## config.mk

```make
export PLATFORM = sky130hd
export DESIGN_NAME = sync_burst_sram
export DESIGN_NICKNAME = d
export VERILOG_FILES = /design/src/rtl/sync_burst_sram.sv
export SDC_FILE = /design/constraint.sdc
export NUM_CORES = 1
export LEC_CHECK = 0
export BUFFER_PORTS_ARGS = -buffer_cell sky130_fd_sc_hd__buf_2
export CORE_ASPECT_RATIO = 0.7
export CORE_MARGIN = 10
export CORE_UTILIZATION = 25
export CTS_CLUSTER_SIZE = 14
export DETAILED_ROUTE_END_ITERATION = 6
export SLEW_MARGIN = 30
export SYNTH_ARGS = -nofsm -noshare
export SYNTH_HDL_FRONTEND = slang
export SYNTH_SLANG_ARGS = --single-unit
```

## constraint.sdc

```tcl
create_clock -name clk -period 2.65 [get_ports clk]
set_input_delay 0.265 -clock clk [delete_from_list [all_inputs] [get_ports clk]]
set_output_delay 0.265 -clock clk [all_outputs]
set_load 0.005 [all_outputs]
```

## src/rtl/sync_burst_sram.sv

```systemverilog
module sync_burst_sram #(
  parameter int AW = 4,
  parameter int NB = 4,
  parameter int LW = 8,
  localparam int DW = NB * LW,
  localparam int DEPTH = 1 << AW
) (
  input  logic          clk,
  input  logic          rst_n,
  input  logic [AW-1:0] addr,
  input  logic          en_a,
  input  logic          en_b,
  input  logic          bwe,
  input  logic [NB-1:0] bsel,
  input  logic          gwe,
  input  logic [DW-1:0] wdata,
  input  logic          oe,
  input  logic          sleep,
  input  logic          pipe_mode,
  output logic [DW-1:0] rdata,
  output logic          rdrive
);

  logic [DW-1:0] mem [DEPTH];
  logic [AW-1:0] a_q;
  logic [DW-1:0] dout_q;
  logic          rd_q, rd_p, desel_q;

  wire          sel    = en_a & en_b;
  wire [NB-1:0] lanes  = gwe ? {NB{1'b1}} : (bwe ? bsel : {NB{1'b0}});
  wire          wr_cmd = sel & (|lanes);
  wire          rd_cmd = sel & ~(|lanes);

  always_ff @(posedge clk) begin
    if (!sleep && wr_cmd)
      for (int i = 0; i < NB; i++)
        if (lanes[i]) mem[addr][i*LW +: LW] <= wdata[i*LW +: LW];
  end

  always_ff @(posedge clk or negedge rst_n) begin
    if (!rst_n) begin
      a_q     <= '0;
      dout_q  <= '0;
      rd_q    <= 1'b0;
      rd_p    <= 1'b0;
      desel_q <= 1'b1;
    end else begin
      rd_q    <= rd_cmd & ~sleep;
      desel_q <= sleep | ~sel;
      rd_p    <= rd_q;
      if (rd_cmd && !sleep) a_q <= addr;
      if (rd_q) dout_q <= mem[a_q];
    end
  end

  wire          valid = pipe_mode ? rd_p : rd_q;
  wire [DW-1:0] data  = pipe_mode ? dout_q : mem[a_q];

  assign rdrive = oe & ~sleep & valid & ~desel_q;
  assign rdata  = rdrive ? data : '0;

  p_scd_off_r5: assert property (@(posedge clk) disable iff (!rst_n)
    (!sleep && !sel) |=> !rdrive);

  p_flow_lat_r2: assert property (@(posedge clk) disable iff (!rst_n)
    (!sleep && rd_cmd && !pipe_mode) |=> (pipe_mode || !oe || sleep || rdrive));

  p_pipe_lat_r3: assert property (@(posedge clk) disable iff (!rst_n)
    (!sleep && rd_cmd && pipe_mode) ##1 (!sleep && sel) |=> (!pipe_mode || !oe || sleep || rdrive));

  p_sleep_quiet_r10: assert property (@(posedge clk) disable iff (!rst_n)
    sleep |=> !rdrive);

  p_gw_all_r7: assert property (@(posedge clk) disable iff (!rst_n)
    (!sleep && sel && gwe) |=> (mem[$past(addr)] == $past(wdata)));

endmodule

```

==> PnR_summary.wiki, run 1 <==
{| class="wikitable"
! Metric !! Value
|-
| H-tree Lvls || 2
|-
| Maximum clock skew at final layout || 0.02687 ns
|-
| Endpoint required time on the critical path || 2.38 ns
|-
| Slew HR || 53.41%
|-
| Complex-gate fraction of the synthesized area || 5.812%
|-
| Clock slew at the register clock pins of the worst setup and hold paths || 0.06 ns
|-
| HPWL after detailed placement || 36.52 mm
|-
| Failing checks || setup timing
|-
| Largest net degree at the start of global routing || 42
|-
| Placer's final routability congestion estimate || 0.7604
|-
| Number of nets with antenna violations after detailed routing || 0
|-
| Portion of the clock cycle consumed by the worst path in the final layout || 109.6%
|-
| Core area || 86600 µm²
|-
| Number of global-route vias before repair || 11822
|-
| Antenna violations before repair || 14
|-
| Result of the run || complete, but fails checks
|-
| Number of top-level pins || 82
|-
| Count of max-cap constraint violations || 0
|-
| Clock latency on the worst-skew pair || 0.60 ns
|-
| Post-route cell area || 27200 µm²
|-
| Max frequency || 344.3 MHz
|-
| DRC viols || 0
|-
| Total CTS buffers || 53
|-
| Power density cells || 800.8 nW/µm²
|-
| Worst setup path category || reg -> out
|-
| Slew at the pin with the worst max-slew slack || 0.6988 ns
|-
| Net count after synthesis || 1229
|-
| TritonCTS clock tree || done
|-
| Final worst slack || -0.2541 ns
|-
| Synthesized area per cell || 18.61 µm²
|-
| Prevailing post-synth register cell || edfxtp_1
|-
| Starting DRC count in detailed routing || 1133
|-
| CP Data Arrival Time || 2.64 ns
|-
| EDFF count, synth || 512
|-
| Number of fill cells in the layout || 8255
|-
| Std cell rows || 90
|-
| Final hold violation count || 0
|-
| Multiplexer area fraction after synthesis || 13.76%
|-
| Share of synthesized registers carrying an async set or reset || 7.078%
|-
| Detailed-routing iteration count for the pre-antenna-repair pass || 7
|-
| Number of placed instances, taps included || 2434
|-
| Critical path endpoint category || output port
|-
| Simple logic cell fraction of the synthesized area || 3.590%
|-
| Element type at the critical path start || register
|-
| Flip-flop and latch count after synthesis || 551
|-
| Setup repair after global routing missed its margin || true
|-
| Number of setup violations in the final report || 32
|-
| Clock sink total || 551
|-
| Synthesized instance count || 1180
|-
| Top fanout value on the critical path || 12
|-
| Distinct cell type count of the synthesized netlist || 42
|-
| Die Wd || 374.2 µm
|-
| PnR Total Power || 21.78 mW
|-
| Buffers from clock root to sink, at most || 3
|-
| Via-per-instance ratio || 4.603
|-
| # port buffers || 81
|-
| Syn Std Cell Area || 21960 µm²
|-
| Synth Area in XOR/XNOR || 0%
|-
| Share of synthesized cell area in full adder, half adder and majority cells || 0%
|-
| Layout cells sized above 1 || 35.77%
|-
| Root Buffer || clkbuf_16
|-
| Layout net count || 1438
|-
| Initial core utilization || 25.36%
|-
| Leakage || 9.169 nW
|-
| Minimum period implied by the final worst setup slack || 2.904 ns
|-
| Routed WL per cell || 22.72 µm
|-
| Overflow after GRT || 0
|-
| Final count of pins violating max slew || 0
|-
| Die area || 100300 µm²
|-
| Ys Warns || 0
|-
| Placed Area || 24230 µm²
|-
| First-pass GRT wire length || 82.42 mm
|-
| Height of the chip || 268.0 µm
|-
| Synth-to-Final Area Change || 23.89%
|-
| Hold/Removal Path Class || in -> reg
|-
| DR vias || 11904
|-
| Largest family of logic cells by synthesized area || multiplexers
|-
| Worst voltage drop across the vdd grid || 0.0004780 V
|-
| Total Routed Length || 58.76 mm
|-
| Filler-free cell count of the finished design || 2586
|-
| Sequential area share after synthesis || 74.47%
|-
| Total global routing track utilization || 11.02%
|}
-- cells in the mapped netlist, types with 8 or more instances --
library cell | n | area, µm²
a221o_1 | 53 | 530.5
a22o_1 | 24 | 210.2
o22ai_1 | 21 | 131.4
o21ai_1 | 8 | 40.04
nor2_1 | 133 | 499.2
buf_2 | 9 | 45.04
mux2_2 | 31 | 349.1
nor2b_1 | 9 | 56.30
buf_6 | 13 | 146.4
edfxtp_1 | 512 | 15370
mux2i_1 | 123 | 1231
mux4_2 | 64 | 1441
nand2_1 | 20 | 75.07
nand2b_1 | 9 | 56.30
clkbuf_1 | 43 | 161.4
a21oi_1 | 11 | 55.05
dfrtp_1 | 38 | 950.9
-- worst paths after layout --
| path | startpoint | end | slack, ns | depth (start not counted) |
|---|---|---|---|---|
| setup / recovery | a_q[0] | rdata[29] | -0.25 | 8 |
| hold / removal | wdata[29] | mem[6][29] | 0.04 | 1 |
| setup reg to reg | a_q[0] | dout_q[10] | 0.56 | 7 |
| hold reg to reg | dout_q[23] | dout_q[23] | 0.51 | 1 |
| max in group asynchronous | rst_n | dout_q[10] | 1.63 | 3 |
| min in group asynchronous | rst_n | dout_q[25] | 0.29 | 2 |
-- power breakdown --
| part | internal [mW] | leakage, nW | switching (mW) |
|---|---|---|---|
| Combinational | 2.29 | 3.30 | 2.28 |
| Clock | 4.13 | 0.805 | 3.15 |
| Sequential | 9.79 | 5.07 | 0.154 |
-- cell families (layout without fill, tap and decap cells) --
group / after synthesis / in the layout
flops: 551 / 551
compound gates: 144 / 144
mux: 218 / 218
simple gates: 188 / 188
buf+inv: 79 / 333
other cells: 0 / 2
-- layout make-up --
cell class / instances / area, µm² / area share [%]
Multi-Input combinational cell: 550 / 5577 / 20.50
Clock inverter: 20 / 153.9 / 0.5658
Inverter: 2 / 8.758 / 0.03220
Antenna cell: 2 / 5.005 / 0.01840
Clock buffer: 80 / 1510 / 5.552
Timing Repair Buffer: 231 / 2147 / 7.893
Tap cell: 1150 / 1439 / 5.290
Sequential cell: 551 / 16360 / 60.15
-- flip-flops by register name (all words and copies together) (netlist names) --
| name | cells |
|---|---|
| mem | 512 |
| rd_q | 1 |
| dout_q | 32 |
| a_q | 4 |
| desel_q | 1 |
| rd_p | 1 |
-- per-layer routing --
metal	GRT usage, %	vias up	wire [µm]
met5	0	-	122
met4	2.381	18	999
met3	2.892	85	4371
met2	17.15	373	26500
met1	15.36	6241	26770
li1	-	5187	-
-- through the flow --
step	worst slack, ns	util, %	TNS (ns)	hold WS (ns)
after floorplan	0.7495	-	0	-0.03059
after global placement	0.2982	27.98	0	0.3668
after detailed placement	0.2629	27.98	0	0.3645
after CTS	-0.2723	30.34	-6.846	0.01145
after global routing	-0.3350	31.41	-8.962	0.03123
final	-0.2541	31.41	-6.325	0.04039
-- critical path, stage by stage, from the launching register on --
cell and delay, ns:
dfrtp_4 0.49, buf_6 0.12, buf_12 0.15, buf_12 0.16, mux4_2 0.51, nand2b_4 0.17
a2bb2oi_4 0.20, o21ai_2 0.09, buf_2 0.15
-- cells in the final DEF, fill, tap and decap left out, types with 11 or more instances in the layout --
master     Yosys  final
buf_4          1    104
dfrtp_1       38     34
mux2_2        31     31
buf_12         4     20
nor2_1       133     89
clkbuf_16      0     65
edfxtp_1     512    512
buf_2          9     78
mux4_2        64     64
nor2_2         1     39
a221o_1       53     53
mux2i_1      123    123
a21oi_1       11     11
clkbuf_1      43     21
o22ai_2        0     21
nand2_1       20     20
a22o_1        24     23
-- repair_timing --
item / in CTS / in global routing
hold buffers: 2 / 0
cloned: 1 / 11
buffers inserted: 6 / 30
gates resized for setup: 56 / 91
pin swaps: 7 / 44
endpoints found under the setup margin: 32 / 32
hold endpoints to repair: 17 / 0
No activity file was read; power rests on OpenSTA's default activity.
==> inputs of run 2 (changes only) <==
BUFFER_PORTS_ARGS = default   (was -buffer_cell sky130_fd_sc_hd__buf_2)
DONT_BUFFER_PORTS = 1   (was default)
PLACE_DENSITY = 0.4   (was default)
==> run 2 against run 1 <==
Net effect:
- non-clock buffer count is 67 lower
- the flow still finishes with violations (setup timing)
- fmax is 4.0% higher
- largest cell class unchanged
- clock power is 8.8% higher
- highest routed layer unchanged
- sequential power hardly changed
==> PnR_summary.wiki, run 2 (synthesized netlist as in run 1, its figures left out) <==
{| class="wikitable"
! Metric !! Value
|-
| Number of setup violations in the final report || 32 (unchanged)
|-
| Cell internal power dissipation || 16.70 mW (was 16.21 mW)
|-
| DR vias || 11484 (was 11904)
|-
| Cell class contributing the biggest share of worst-path delay || multiplexers (was buffers and inverters)
|-
| Total Routed Length || 64.43 mm (was 58.76 mm)
|-
| H-tree Lvls || 2 (unchanged)
|-
| Final worst slack || -0.1428 ns (was -0.2541 ns)
|-
| Leakage || 8.950 nW (was 9.169 nW)
|-
| Die Wd || 374.2 µm (unchanged)
|-
| Minimum period implied by the final worst setup slack || 2.793 ns (was 2.904 ns)
|-
| Synth-to-Final Area Change || 24.01% (was 23.89%)
|-
| Power density cells || 829.1 nW/µm² (was 800.8 nW/µm²)
|-
| Top fanout value on the critical path || 7 (was 12)
|-
| Largest net degree at the start of global routing || 42 (unchanged)
|-
| TritonCTS clock tree || done (unchanged)
|-
| Crit. Startpoint || a_q[0] (unchanged)
|-
| Result of the run || complete, but fails checks (unchanged)
|-
| Final count of pins violating max slew || 0 (unchanged)
|-
| Critical path endpoint category || output port (unchanged)
|-
| Worst voltage drop across the vdd grid || 0.0004545 V (was 0.0004780 V)
|-
| Longest individual stage delay on the worst path || 0.57 ns (was 0.51 ns)
|-
| Total CTS buffers || 55 (was 53)
|-
| DRC viols || 0 (unchanged)
|-
| Biggest registers after layout || mem x512, dout_q x32, a_q x4 (unchanged)
|-
| Count of max-cap constraint violations || 0 (unchanged)
|-
| Core area || 86600 µm² (unchanged)
|-
| Commonest cells after routing, fill and taps aside || edfxtp_1, mux2i_1, nor2_1 (was edfxtp_1, mux2i_1, buf_4)
|-
| Std cell rows || 90 (unchanged)
|-
| Sequential share of power || 44.0% (was 45.6%)
|-
| Switch share || 26.05% (was 25.60%)
|-
| Power dissipated by switching net loads || 5.880 mW (was 5.576 mW)
|-
| Reg with most FFs || mem (unchanged)
|-
| Detailed-routing iteration count for the pre-antenna-repair pass || 5 (was 7)
|-
| Worst setup path category || reg -> out (unchanged)
|-
| Slew HR || 46.43% (was 53.41%)
|-
| Critical-path cell with the highest stage delay || mux4_2 (unchanged)
|-
| Setup repair after global routing missed its margin || true (unchanged)
|-
| Failing checks || setup timing (unchanged)
|-
| Clock slew at the register clock pins of the worst setup and hold paths || 0.06 ns (about the same)
|-
| Layout net count || 1373 (was 1438)
|-
| CP Data Arrival Time || 2.53 ns (was 2.64 ns)
|-
| CP cell instances || buf_12 -> buf_8 -> buf_16 -> mux4_2 -> nor2_4 -> o22ai_2 -> a22o_1 (was buf_6 -> buf_12 -> buf_12 -> mux4_2 -> nand2b_4 -> a2bb2oi_4 -> o21ai_2 -> buf_2)
|-
| Clock latency on the worst-skew pair || 0.61 ns (was 0.60 ns)
|-
| Initial core utilization || 25.36% (unchanged)
|-
| Max frequency || 358.1 MHz (was 344.3 MHz)
|-
| # port buffers || 0 (was 81)
|-
| Die area || 100300 µm² (unchanged)
|-
| Portion of total power attributed to combinational logic || 21.0% (about the same)
|-
| Maximum clock skew at final layout || 0.01679 ns (was 0.02687 ns)
|-
| Number of nets with antenna violations after detailed routing || 0 (unchanged)
|-
| Buffers from clock root to sink, at most || 3 (unchanged)
|-
| Element type at the critical path start || register (unchanged)
|-
| Overflow after GRT || 0 (unchanged)
|-
| Placer's final routability congestion estimate || 0.7450 (was 0.7604)
|-
| Number of fill cells in the layout || 8293 (was 8255)
|-
| HPWL after detailed placement || 38.87 mm (was 36.52 mm)
|-
| Root Buffer || clkbuf_16 (unchanged)
|-
| Number of top-level pins || 82 (unchanged)
|-
| Endpoint required time on the critical path || 2.38 ns (about the same)
|-
| First-pass GRT wire length || 91.92 mm (was 82.42 mm)
|-
| Hold/Removal Path Class || in -> async (was in -> reg)
|-
| Number of global-route vias before repair || 11948 (was 11822)
|-
| Most common library cell in the layout ignoring fill and taps || edfxtp_1 (unchanged)
|-
| Clock sink total || 551 (unchanged)
|-
| Flip-flop count of the largest register, all copies and words added || 512 (unchanged)
|-
| Layout cells sized above 1 || 29.17% (was 35.77%)
|-
| Final hold violation count || 0 (unchanged)
|-
| Share of power burned in the clock network || 35.0% (was 33.4%)
|-
| Via-per-instance ratio || 4.557 (was 4.603)
|-
| Routed WL per cell || 25.57 µm (was 22.72 µm)
|-
| Setup tns final || -2.382 ns (was -6.325 ns)
|-
| Slew at the pin with the worst max-slew slack || 0.8035 ns (was 0.6988 ns)
|-
| Starting DRC count in detailed routing || 856 (was 1133)
|-
| Buffers & Inverters on Critical Path || 3 (was 4)
|-
| Reg2reg start || a_q[0] (unchanged)
|-
| Minimum hold slack || 0.1590 ns (was 0.04039 ns)
|-
| Portion of the clock cycle consumed by the worst path in the final layout || 105.4% (was 109.6%)
|-
| Height of the chip || 268.0 µm (unchanged)
|-
| Antenna violations before repair || 5 (was 14)
|-
| Total global routing track utilization || 12.68% (was 11.02%)
|}
-- run 2: metal layers --
metal | vias up | part of all wire [%] | global-route usage (%)
li1 | 5055 | - | -
met1 | 6118 | 50 | 18.48
met2 | 229 | 43 | 19.14
met3 | 80 | 4.9 | 2.566
met4 | 2 | 1.8 | 2.796
met5 | - | 0.25 | 1.112
-- run 2: through the flow --
step                power [mW]  setup WS [ns]  instances  util, %  area (µm²)
floorplan                12.54         0.7495       1180        -       21960
global placement         13.52         0.3006       2348    27.48       23800
detailed placement       13.54         0.3169       2348    27.48       23800
CTS                      22.76        -0.2215       2517    31.28       27080
global route             23.49        -0.2520       2520    31.44       27230
finish                   22.58        -0.1428       2520    31.44       27230
-- run 2: area by class of cell --
type                            count  area (µm²)  area share, %
Multi-Input combinational cell    550        5677          20.85
Antenna cell                        2       5.005        0.01838
Timing Repair Buffer              164        1933          7.099
Inverter                            2       7.507        0.02757
Sequential cell                   551       16360          60.09
Clock inverter                     27       276.5          1.015
Clock buffer                       74        1530          5.620
Tap cell                         1150        1439          5.284
-- run 2: final timing paths --
check	endpoint	slack, ns	cells after the start
worst max-delay path	rdata[12]	-0.14	7
worst min-delay path	dout_q[21]	0.16	2
worst max register to register	dout_q[12]	0.57	7
worst min register to register	dout_q[20]	0.51	1
max in group asynchronous	desel_q	2.15	2
min in group clk	mem[11][16]	0.27	3
-- run 2: timing repair --
| action | CTS | global route |
|---|---|---|
| cloned | 12 | 0 |
| hold buffers | 40 | 0 |
| endpoints found under the setup margin | 32 | 32 |
| setup buffers | 16 | 2 |
| gates resized for setup | 109 | 27 |
| pin swaps | 18 | 25 |
| hold endpoints to repair | 556 | 0 |
-- run 2: power by group through the flow --
stage / combinational, mW / clock [mW] / sequential (mW)
finish: 4.73 / 7.91 / 9.94
global route: 5.04 / 8.47 / 9.97
CTS: 4.67 / 8.15 / 9.93
detailed placement: 3.43 / 0 / 10.1
global placement: 3.42 / 0 / 10.1
floorplan: 2.49 / 0 / 10.1
-- run 2: worst reg2reg max path, cell delays in order (launching register included) --
cell and delay [ns]:
dfrtp_4 0.46, buf_12 0.16, buf_8 0.14, buf_16 0.14, mux4_2 0.58, nor2_4 0.11
o22ai_2 0.10, mux2_2 0.27
